$ cat src/rtl/adc_seq_pkg.sv
package adc_seq_pkg;
  localparam int CH_W = 4;
  localparam int MODE_CONT_BIT = 0;
  localparam int MODE_SCAN_BIT = 1;
  localparam logic [CH_W-1:0] CH_BELOW_GAP = 4'd7;
  localparam logic [CH_W-1:0] CH_ABOVE_GAP = 4'd12;

  // channels 8..11 have no input behind them
  function automatic logic chan_exists(input logic [CH_W-1:0] c);
    return c[3:2] != 2'b10;
  endfunction

  function automatic logic [CH_W-1:0] chan_clamp(input logic [CH_W-1:0] c);
    return chan_exists(c) ? c : CH_BELOW_GAP;
  endfunction

  function automatic logic [CH_W-1:0] chan_step_down(input logic [CH_W-1:0] c);
    return (c == CH_ABOVE_GAP) ? CH_BELOW_GAP : c - 1'b1;
  endfunction
endpackage

$ cat src/rtl/adc_chan_sel.sv
module adc_chan_sel
  import adc_seq_pkg::*;
(
  input  logic            scan,
  input  logic [CH_W-1:0] prog_ch,
  input  logic [CH_W-1:0] cur_ch,
  output logic [CH_W-1:0] first_ch,
  output logic [CH_W-1:0] step_ch,
  output logic            wrap
);
  always_comb begin
    first_ch = chan_clamp(prog_ch);
    step_ch  = scan ? chan_step_down(cur_ch) : cur_ch;
    wrap     = !scan || (cur_ch == '0);
  end
endmodule

$ cat src/rtl/adc_result_reg.sv
module adc_result_reg #(
  parameter int DW = 10,
  parameter int CW = 4
) (
  input  logic          clk,
  input  logic          rst_n,
  input  logic          wr,
  input  logic [DW-1:0] wr_data,
  input  logic [CW-1:0] wr_chan,
  input  logic          rd,
  input  logic          hold,
  output logic [DW-1:0] data,
  output logic [CW-1:0] chan,
  output logic          valid,
  output logic          ovr
);
  assign ovr = wr && valid && !rd && !hold;

  always_ff @(posedge clk) begin
    if (!rst_n) begin
      data  <= '0;
      chan  <= '0;
      valid <= 1'b0;
    end else if (wr) begin
      data  <= wr_data;
      chan  <= wr_chan;
      valid <= 1'b1;
    end else if (rd) begin
      valid <= 1'b0;
    end
  end

  a_r9_read_clears: assert property (@(posedge clk) disable iff (!rst_n)
    (rd && !wr) |=> !valid);
  a_r9_write_lands: assert property (@(posedge clk) disable iff (!rst_n)
    wr |=> (valid && chan == $past(wr_chan) && data == $past(wr_data)));
endmodule

$ cat src/rtl/adc_seq_ctrl.sv
module adc_seq_ctrl
  import adc_seq_pkg::*;
#(
  parameter int DATA_W  = 10,
  parameter int SHORT_W = 8
) (
  input  logic              clk,
  input  logic              rst_n,
  input  logic              cfg_start,
  input  logic [1:0]        cfg_mode,
  input  logic [CH_W-1:0]   cfg_chan,
  input  logic              cfg_res_long,
  input  logic              cfg_wait_read,
  input  logic              cfg_inj_en,
  input  logic [CH_W-1:0]   cfg_inj_chan,
  input  logic              inj_trig,
  input  logic              res_read,
  input  logic              inj_read,
  output logic              conv_start,
  output logic [CH_W-1:0]   conv_chan,
  input  logic              conv_done,
  input  logic [DATA_W-1:0] conv_data,
  output logic              busy,
  output logic [DATA_W-1:0] res_data,
  output logic [CH_W-1:0]   res_chan,
  output logic              res_valid,
  output logic [DATA_W-1:0] inj_data,
  output logic [CH_W-1:0]   inj_chan,
  output logic              inj_valid,
  output logic              irq_eoc,
  output logic              irq_inj,
  output logic              irq_err
);
  localparam int DROP_W = DATA_W - SHORT_W;

  typedef enum logic {S_IDLE, S_CONV} state_e;

  function automatic logic [DATA_W-1:0] fmt_result(input logic [DATA_W-1:0] d,
                                                   input logic long_mode);
    return long_mode ? d : (d >> DROP_W);
  endfunction

  state_e          state;
  logic            start_q, active, cur_inj, inj_pend, run_wait;
  logic [1:0]      run_mode;
  logic [CH_W-1:0] nxt_ch, cur_ch;
  logic [CH_W-1:0] first_ch, step_ch;
  logic            wrap;
  logic            ovr_n, ovr_i;

  // named internal events
  wire start_rise  = cfg_start && !start_q;
  wire run_cont    = run_mode[MODE_CONT_BIT];
  wire res_free    = !res_valid || res_read;
  wire launch_inj  = (state == S_IDLE) && inj_pend;
  wire launch_norm = (state == S_IDLE) && !inj_pend && active &&
                     (cfg_start || !run_cont) && (!cfg_wait_read || res_free);
  wire stop_idle   = (state == S_IDLE) && active && run_cont && !cfg_start;
  wire done_norm   = (state == S_CONV) && conv_done && !cur_inj;
  wire done_inj    = (state == S_CONV) && conv_done && cur_inj;
  wire seq_more    = run_cont ? cfg_start : !wrap;
  wire [DATA_W-1:0] fmt_data = fmt_result(conv_data, cfg_res_long);

  adc_chan_sel u_sel (
    .scan     (run_mode[MODE_SCAN_BIT]),
    .prog_ch  (cfg_chan),
    .cur_ch   (cur_ch),
    .first_ch (first_ch),
    .step_ch  (step_ch),
    .wrap     (wrap)
  );

  adc_result_reg #(.DW(DATA_W), .CW(CH_W)) u_res_norm (
    .clk (clk), .rst_n (rst_n), .wr (done_norm), .wr_data (fmt_data),
    .wr_chan (cur_ch), .rd (res_read), .hold (run_wait),
    .data (res_data), .chan (res_chan), .valid (res_valid), .ovr (ovr_n)
  );

  adc_result_reg #(.DW(DATA_W), .CW(CH_W)) u_res_inj (
    .clk (clk), .rst_n (rst_n), .wr (done_inj), .wr_data (fmt_data),
    .wr_chan (cur_ch), .rd (inj_read), .hold (1'b0),
    .data (inj_data), .chan (inj_chan), .valid (inj_valid), .ovr (ovr_i)
  );

  assign busy = active;

  always_ff @(posedge clk) begin
    if (!rst_n) begin
      state      <= S_IDLE;
      start_q    <= 1'b0;
      active     <= 1'b0;
      cur_inj    <= 1'b0;
      inj_pend   <= 1'b0;
      run_wait   <= 1'b0;
      run_mode   <= '0;
      nxt_ch     <= '0;
      cur_ch     <= '0;
      conv_start <= 1'b0;
      conv_chan  <= '0;
      irq_eoc    <= 1'b0;
      irq_inj    <= 1'b0;
      irq_err    <= 1'b0;
    end else begin
      start_q    <= cfg_start;
      conv_start <= 1'b0;
      irq_eoc    <= done_norm;
      irq_inj    <= done_inj;
      irq_err    <= ovr_n || ovr_i;

      if (launch_inj) inj_pend <= 1'b0;
      if (cfg_inj_en && inj_trig) inj_pend <= 1'b1;

      if (!active && start_rise) begin
        active   <= 1'b1;
        run_mode <= cfg_mode;
        nxt_ch   <= first_ch;
      end

      if (launch_inj) begin
        conv_start <= 1'b1;
        conv_chan  <= chan_clamp(cfg_inj_chan);
        cur_ch     <= chan_clamp(cfg_inj_chan);
        cur_inj    <= 1'b1;
        state      <= S_CONV;
      end else if (launch_norm) begin
        conv_start <= 1'b1;
        conv_chan  <= nxt_ch;
        cur_ch     <= nxt_ch;
        cur_inj    <= 1'b0;
        run_wait   <= cfg_wait_read;
        state      <= S_CONV;
      end else if (stop_idle) begin
        active <= 1'b0;
      end

      if (state == S_CONV && conv_done) begin
        state <= S_IDLE;
        if (!cur_inj) begin
          if (seq_more) nxt_ch <= wrap ? first_ch : step_ch;
          else          active <= 1'b0;
        end
      end
    end
  end

  a_r4_chan_exists: assert property (@(posedge clk) disable iff (!rst_n)
    conv_start |-> chan_exists(conv_chan));
  a_r12_no_overlap: assert property (@(posedge clk) disable iff (!rst_n)
    (state == S_CONV && !conv_done) |=> !conv_start);
  a_r12_pulse: assert property (@(posedge clk) disable iff (!rst_n)
    conv_start |=> !conv_start);
  a_r8_wait_holds: assert property (@(posedge clk) disable iff (!rst_n)
    (done_norm && run_wait) |-> !res_valid);
  a_r9_err_cause: assert property (@(posedge clk) disable iff (!rst_n)
    irq_err |-> $past(res_valid || inj_valid));
  a_r11_eoc_follows_done: assert property (@(posedge clk) disable iff (!rst_n)
    (irq_eoc || irq_inj) |-> $past(conv_done));
  a_r11_one_kind: assert property (@(posedge clk) disable iff (!rst_n)
    !(irq_eoc && irq_inj));
endmodule

$ cat config.mk
export PLATFORM = sky130hd
export DESIGN_NAME = adc_seq_ctrl
export DESIGN_NICKNAME = d
export VERILOG_FILES = /design/src/rtl/adc_seq_pkg.sv /design/src/rtl/adc_chan_sel.sv /design/src/rtl/adc_result_reg.sv /design/src/rtl/adc_seq_ctrl.sv
export SDC_FILE = /design/constraint.sdc
export NUM_CORES = 1
export LEC_CHECK = 0
export ABC_CLOCK_PERIOD_IN_PS = 2950
export CORE_MARGIN = 2
export CORE_UTILIZATION = 35
export DETAILED_ROUTE_END_ITERATION = 16
export GPL_TIMING_DRIVEN = 0
export PLACE_DENSITY = 0.67
export SYNTH_ARGS = -nofsm -noshare
export SYNTH_HDL_FRONTEND = slang
export SYNTH_SLANG_ARGS = --single-unit
export TNS_END_PERCENT = 1
$ cat constraint.sdc
create_clock -name clk -period 2.95 [get_ports clk]
set_input_delay 0.295 -clock clk [delete_from_list [all_inputs] [get_ports clk]]
set_output_delay 0.295 -clock clk [all_outputs]
set_load 0.05 [all_outputs]
# == Yosys cells after proc, flatten, opt, wreduce, memory -nomap -nowiden ==
# Index checks and enable logic that the tools add are counted.
# W data, S select, Z words.
# word_totals
output_inout_bits,39
ff_bits,50
in_bits,30
# classes
n_eq_ne,3
n_addsub,1
mux,32
bitwise_logic,3
reduce_logical,44
# op_table
cell,n
$mux W4,11
$mux W1,20
$logic_and A1 B1 Y1,19
$logic_not A1 Y1,13
$mux W10,1
$reduce_bool A2 Y1,4
$logic_or A1 B1 Y1,5
$eq A4 B4 Y1 const B,1
$logic_not A4 Y1,1
$ne A2 B2 Y1 const B,2
$sub A4 B1 Y4 const B,1
$not A1 Y1,3
$reduce_and A2 Y1,1
$reduce_or A2 Y1,1

# == Logic depth before layout (Yosys ltp) ==
# Gate-level depths: netlist of the first run.
# depth
depth_word,10
depth_mapped,6
mapped_depth_nobuf,6

# == Hierarchy ==
# A second synthesis of the first run with hierarchy kept.
# unflattened
hier_cells,226
hier_area_um2,2343.5
# by_module_without_submodules
module,area_each_um2,seq_area_each_um2,n_inst,cells_each
adc_result_reg,586.8,300.3,2,49
adc_seq_ctrl,1021.0,400.4,1,103
adc_chan_sel,148.9,0.0,1,25

# == Worst setup path before layout of the first run ==
# No wires, ideal clock.
# synth_path
path_kind,flip-flop to flip-flop
from,register cur_ch[0]
to,register nxt_ch[3]
synth_period_minus_slack_ns,1.968
setup_ns,0.129
t_arrival_ns,1.839
slack_ns,0.982
n_path_buf,0
stages_incl_launch_ff,7
path_cell_list,dfxtp_1 inv_1 ha_1 or4b_4 o2111a_4 a311oi_1 a311oi_1
# synth_between
elab_chain_cells,7
elab_cells_between_ends,12
# synth_lines
element,line_no,text
from (decl),adc_seq_ctrl.sv:46,"logic [CH_W-1:0] nxt_ch, cur_ch;"
from (signal assigned),adc_seq_ctrl.sv:122,cur_ch <= chan_clamp(cfg_inj_chan);
from (signal assigned),adc_seq_ctrl.sv:128,cur_ch <= nxt_ch;
"$sub A4 B1 Y4, or another cell as far along",adc_seq_pkg.sv:18,return (c == CH_ABOVE_GAP) ? CH_BELOW_GAP : c - 1'b1;
$mux W4 / $logic_or A1 B1 Y1 (equally long branches),"adc_seq_pkg.sv:18, adc_chan_sel.sv:14",
$mux W4 / $logic_not A1 Y1 (equally long branches),"adc_chan_sel.sv:13, adc_seq_ctrl.sv:61",
$mux W4 / $mux W1 (equally long branches),"adc_seq_ctrl.sv:139, adc_seq_ctrl.sv:61",
$mux W4 (*),adc_seq_ctrl.sv:139,if (seq_more) nxt_ch <= wrap ? first_ch : step_ch;
$mux W4 (*),adc_seq_ctrl.sv:138,if (!cur_inj) begin
$mux W4 (*),adc_seq_ctrl.sv:136,if (state == S_CONV && conv_done) begin
to (signal assigned),adc_seq_ctrl.sv:116,nxt_ch <= first_ch;
to (signal assigned),adc_seq_ctrl.sv:139,
to (decl),adc_seq_ctrl.sv:46,
# Mark *: on every way between the ends. The rest lies on a longest branch, timed or not.
# A chain may end at the register's enable or synchronous reset.

# == Worst setup path after layout of the first run ==
# layout_path
from,register cur_ch[0]
to,register nxt_ch[0]
# The elaborated chain is that of the path after synthesis.

==> results of run 1 <==
[per-layer routing]
metal | wire (um) | GRT usage [%] | vias up
li1 | - | - | 987
met1 | 2570 | 24.0 | 922
met2 | 2730 | 29.5 | 51
met3 | 267 | 3.67 | 7
met4 | 65 | 3.90 | 0
met5 | 0 | 0 | -
[state kept, by name, indices dropped and copies added, names as in the netlist, 2 cells and up]
name and cells:
nxt_ch 4, u_res_norm.data 10, run_mode 2, u_res_inj.chan 4, u_res_norm.chan 4, u_res_inj.data 10
cur_ch 4
[cell usage in the layout, fill, tap and decap left out, types with 6 or more instances in the layout]
cell / netlist / final
mux2i_1: 11 / 11
nand2_1: 29 / 29
a21oi_1: 20 / 20
clkbuf_1: 9 / 11
nand3_1: 10 / 10
clkdlybuf4s50_1: 0 / 68
a211oi_1: 16 / 16
nor2b_1: 6 / 6
nor2_1: 28 / 28
dfxtp_1: 50 / 50
o21ai_0: 7 / 7
[metrics by stage]
stage          cell area (um2)  utilization (%)  std cells  power (mW)
4_1_cts                   2970             50.7        387        1.50
2_1_floorplan             2090                -        236       0.920
5_1_grt                   2970             50.7        387        1.55
6_report                  2970             50.7        387        1.49
3_5_place_dp              2860             48.9        379        1.04
3_3_place_gp              2860             48.9        379        1.03
[logic make-up (layout without fill, tap and decap cells)]
logic type               count (synthesis)  count (layout)  share of synthesized area, %
AO/OA/AOI/OAI                           62              62                          20.1
AND/OR/NAND/NOR                         90              90                          20.7
multiplexers                            13              13                          6.36
buffers and inverters                   20              96                          4.26
flip-flops                              50              50                          48.0
adder cells (fa/ha/maj)                  1               1                         0.600
[cell usage after synthesis]
cell / number / area (um2)
and3_1: 1 / 6.26
or4b_4: 1 / 13.8
a211o_1: 3 / 26.3
and2_1: 1 / 6.26
ha_1: 1 / 12.5
inv_1: 4 / 15.0
buf_1: 2 / 7.51
o32ai_1: 2 / 17.5
nand3b_1: 2 / 15.0
a221oi_1: 1 / 8.76
and3b_1: 1 / 8.76
nand2_1: 29 / 109
nor3b_2: 1 / 12.5
a21oi_1: 20 / 100
nor2_1: 28 / 105
a22oi_1: 1 / 7.51
dfxtp_1: 50 / 1000
nand2b_1: 5 / 31.3
inv_2: 1 / 3.75
a211oi_1: 16 / 120
and4_1: 1 / 8.76
a32oi_1: 1 / 8.76
or2b_1: 1 / 7.51
nor4b_1: 1 / 8.76
o22ai_1: 2 / 12.5
buf_4: 1 / 7.51
o21ai_0: 7 / 35.0
nor2b_1: 6 / 37.5
o22ai_2: 1 / 12.5
mux2i_1: 11 / 110
nand4_1: 1 / 6.26
clkbuf_1: 9 / 33.8
buf_6: 1 / 11.3
buf_2: 2 / 10.0
o2111a_4: 1 / 20.0
o21a_1: 1 / 7.51
nand3_1: 10 / 50.1
mux2_2: 2 / 22.5
a311oi_1: 2 / 17.5
a31oi_1: 4 / 25.0
nor3_1: 1 / 5.00
[worst reg2reg max path, stage by stage (launching register included)]
cell and delay [ns]:
dfxtp_1 0.41, inv_1 0.12, ha_1 0.27, or4b_4 0.50, o2111a_4 0.19, a211o_1 0.26
o22ai_2 0.16
[worst paths after layout]
path,from,end,slack [ns]
setup / recovery,cur_ch[0],nxt_ch[0],0.96
hold / removal,u_res_norm.data[8],u_res_norm.data[8],0.46
setup reg to reg,cur_ch[0],nxt_ch[0],0.96
hold reg to reg,u_res_norm.data[8],u_res_norm.data[8],0.46
[power by group]
part / total (mW) / switching (mW) / internal, mW
sequential: 0.727 / 0.0224 / 0.704
clock: 0.474 / 0.220 / 0.254
combinational: 0.294 / 0.170 / 0.124
[layout make-up]
cell class | count | area, um2 | share of cell area [%]
well taps | 75 | 93.8 | 3.16
multi-input cells | 166 | 996 | 33.6
inverters | 5 | 18.8 | 0.633
flip-flops and latches | 50 | 1000 | 33.7
plain buffers | 15 | 70.1 | 2.36
repair buffers | 68 | 681 | 22.9
clock inverters | 1 | 30.0 | 1.01
clock buffers | 7 | 76.3 | 2.57
==> impl_metrics.ini, run 1 <==
[timing]
worst_clock_skew_ns = 0.00603
worst_slack_ns = 0.965
slew_headroom_pct = 53.2
setup_viol = 0
hold_viol_final = 0
hold_ws_ns = 0.460
slew_violations = 0
fin_tns_setup_ns = 0
tightest_slew_ns = 0.699
grt_setup_unrepaired = false
min_period_over_period_pct = 67.3
post-route-min-period_ns = 1.99
max_freq_mhz = 504

[routing]
drc_errors = 0
dr.pass1.iters = 4
via_count = 1967
finalWirelength_um = 5630
drt-initial-drc-count = 89
wl_per_cell_um = 14.5
via_per_inst = 5.08
ant_nets = 0

[cells_and_area]
drive_gt1_share_pct = 5.45
area_growth_pct = 42.2
fillers = 551
final_nets = 342
num_antenna_cells = 0

[floorplan]
core_area_um2 = 5850
dieArea_um2 = 6590
top_level_ports = 69
rows = 28
die_w_um = 81.2
fp.dieH_um = 81.2
initial_utilization_pct = 35.7

[clock_network]
cts_buffers = 5
cts_root_buf = clkbuf_8
h-tree-depth = 2
cts_resized = 0
cts_hold_buf = 0
clockBufferDepth = 2
numClockSinks = 50
postCtsSetupRepairBufs = 0
insertion_delay_ns = 0.30
cts_tree = done
clk_pin_slew_ns = 0.09

[hold_path]
hold_path_depth = 2
min_path_type = flip-flop to flip-flop

[pwr]
cellPowerDensity_nw_per_um2 = 504
irDropWorstVdd_mv = 0.230
p_leak_nw = 1.06

[job]
max_cap_viol_count = 0

[worst_setup_path]
r2r_cells = 6
cpLargestDelayFamily = compound AO/OA/AOI/OAI gates
crit_buf_inv = 1
crit_cells = 6
cp.arrival_ns = 2.22
crit_chain = inv_1, ha_1, or4b_4, o2111a_4, a211o_1, o22ai_2
worstPathMaxFanout = 7
cp-end-kind = flip-flop
setup.worst_path.class = flip-flop to flip-flop
crit_path_max_incr_delay_ns = 0.50
required_ns = 3.18
worstSetupStartpointType = flip-flop
slowest_stage = or4b_4

[placement]
dpl.hpwl_um = 4180
place_congestion = 0.761
dp_slack_ns = 0.917
port_buffers = 68

[global_route]
grt_use_total_pct = 17.8
antenna_found_initial = 0
grt_pass1_wl_um = 9060
grt_overflow = 0
grt_pass1_vias = 1889
grt_max_degree = 15

[logic_synthesis]
synth_fp_nets = 267
synth_seq_cells = 50
syn_area_per_cell_um2 = 8.84
netlist-cell-type-count = 41
yosysSeqAreaShare_pct = 48.0
synth_area_um2 = 2090
ys_warn_count = 0
synthCells = 236

[run_status]
status = finished clean
Power figures use the tool's default switching activity.
==> run 2: changes to the inputs <==
Settings changed: ABC_CLOCK_PERIOD_IN_PS 2950 to 1600, PLACE_DENSITY 0.67 to 0.69.
Clock period 2.95 ns to 1.6 ns, I/O delays scaled along.
==> run 2 against run 1 <==
  * The run now ends with setup timing left
  * Global-route usage down 0.27 points
  * Utilization up 0.73 points
  * Combinational power up 87%
  * Critical endpoint is now nxt_ch[2]
  * Die area unchanged
  * Clock skew up 0.0039 ns
  * Sequential cell count unchanged
  * Largest cell class is now multi-input combinational cells
  * Clock power up 86%
  * Count of clock-buffer cells in the layout unchanged
  * Highest routed layer unchanged
  * Critical path depth unchanged
  * Critical path type unchanged
==> impl_metrics.ini, run 2 (same netlist as run 1, synthesis figures left out) <==
[floorplan]
rows = 28
dieArea_um2 = 6590
top_level_ports = 69
fp.dieH_um = 81.2
die_w_um = 81.2
core_area_um2 = 5850
initial_utilization_pct = 35.7

[worst_setup_path]
worstPathMaxFanout = 7
cp-startpoint = cur_ch[0]
cp.arrival_ns = 1.95
cp-end-kind = flip-flop
required_ns = 1.84
worstSetupStartpointType = flip-flop
ff2ff_setup_slack_ns = -0.11
setup.worst_path.class = flip-flop to flip-flop
worst_r2r_startpoint = cur_ch[0]

[cells_and_area]
multi_input_area_um2 = 1010
mostFrequentLayoutCells = dfxtp_1 (46), dlygate4sd2_1 (35), clkdlybuf4s50_1 (30), nand2_1 (29), nor2_1 (28)
final_nets = 346
fillers = 584
reg_top3 = u_res_inj.data (10), u_res_norm.data (10)
drive_gt1_share_pct = 11.1
final_common_cell = dfxtp_1
num_antenna_cells = 0
fin_cells = 391
area_growth_pct = 44.3
area.sequential_um2 = 1010

[placement]
dp.cells = 379
dpl.hpwl_um = 4070
port_buffers = 68
dp_slack_ns = -0.289
place_congestion = 0.782

[clock_network]
cts_root_buf = clkbuf_8
numClockSinks = 50
clk_pin_slew_ns = 0.09
cts_tree = done
cts_hold_buf = 0
cts_buffers = 5
clockBufferDepth = 2
insertion_delay_ns = 0.31
h-tree-depth = 2

[pwr]
irDropWorstVdd_mv = 0.388
p_leak_nw = 1.32
power_mw = 2.77
cellPowerDensity_nw_per_um2 = 921

[timing]
tightest_slew_ns = 0.654
post-route-min-period_ns = 1.71
setup_viol = 4
worst_clock_skew_ns = 0.00996
hold_viol_final = 0
worst_slack_ns = -0.111
hold_ws_ns = 0.451
grt_setup_unrepaired = true
slew_violations = 0
min_period_over_period_pct = 107
slew_headroom_pct = 56.2
max_freq_mhz = 585
fin_tns_setup_ns = -0.338

[global_route]
grt_pass1_vias = 1791
antenna_found_initial = 0
grt_use_total_pct = 17.6
grt_overflow = 0
grt_max_degree = 17
grt_pass1_wl_um = 8740

[run_status]
failed_checks = setup timing
status = finished, violations left

[job]
max_cap_viol_count = 0

[routing]
wl_per_cell_um = 14.4
drt-initial-drc-count = 75
via_count = 1974
drc_errors = 0
dr.pass1.iters = 4
ant_nets = 0
via_per_inst = 5.05
finalWirelength_um = 5620

[hold_path]
min_path_type = input port to flip-flop
min_from = cfg_wait_read
-- run 2: cell count changes in the layout (fill, tap and decap cells not counted), moves of 2 or more --
cell | previous run | this run
dfxtp_1 | 50 | 46
buf_4 | 1 | 7
dfxtp_2 | 0 | 2
dlymetal6s2s_1 | 0 | 3
dfxtp_4 | 0 | 2
dlygate4sd2_1 | 0 | 35
clkdlybuf4s50_1 | 68 | 30
inv_1 | 4 | 2
clkbuf_2 | 0 | 2
clkbuf_1 | 11 | 5
-- run 2: layer usage --
metal / part of all wire (%) / up-vias / GRT usage (%)
met1: 48 / 927 / 23.5
met5: 0 / - / 0
met4: 1.4 / 0 / 5.59
met3: 4.6 / 7 / 3.78
met2: 46 / 42 / 28.3
li1: - / 998 / -
-- run 2: per-stage QoR --
| step | cell area [um2] | utilization [%] |
|---|---|---|
| after floorplan | 2110 | - |
| after global placement | 2880 | 49.3 |
| after detailed placement | 2880 | 49.3 |
| after CTS | 2970 | 50.8 |
| after global routing | 3010 | 51.4 |
| final | 3010 | 51.4 |
-- run 2: worst max-delay path, cell delays in order (launching register included) --
cell	delay, ns
dfxtp_4	0.37
inv_4	0.06
ha_4	0.15
or4b_4	0.47
o2111a_4	0.19
a211o_1	0.28
a21oi_2	0.11
-- run 2: layout make-up --
type | count | share of cell area, %
multi-input combinational | 166 | 33.6
clock buffer | 7 | 3.58
sequential | 50 | 33.6
inverter | 5 | 0.707
timing repair buffer | 73 | 22.7
buffer | 14 | 2.41
tap | 75 | 3.12
clock inverter | 1 | 0.291
-- run 2: timing repair --
action | in CTS | in global routing
endpoints found under the setup margin | 58 | 24
buffers inserted | 2 | 3
pin swaps | 0 | 3
cloned | 0 | 0
gates resized for setup | 38 | 8
-- run 2: worst paths after layout --
kind / cells past startpoint / to
max: 6 / nxt_ch[2]
min: 3 / run_wait
max reg2reg: 6 / nxt_ch[2]
min reg2reg: 2 / u_res_norm.chan[0]
-- run 2: report_power, final --
part | total (mW) | internal (mW) | switching [mW]
clock network | 0.883 | 0.452 | 0.432
logic | 0.551 | 0.228 | 0.324
registers | 1.34 | 1.30 | 0.0372
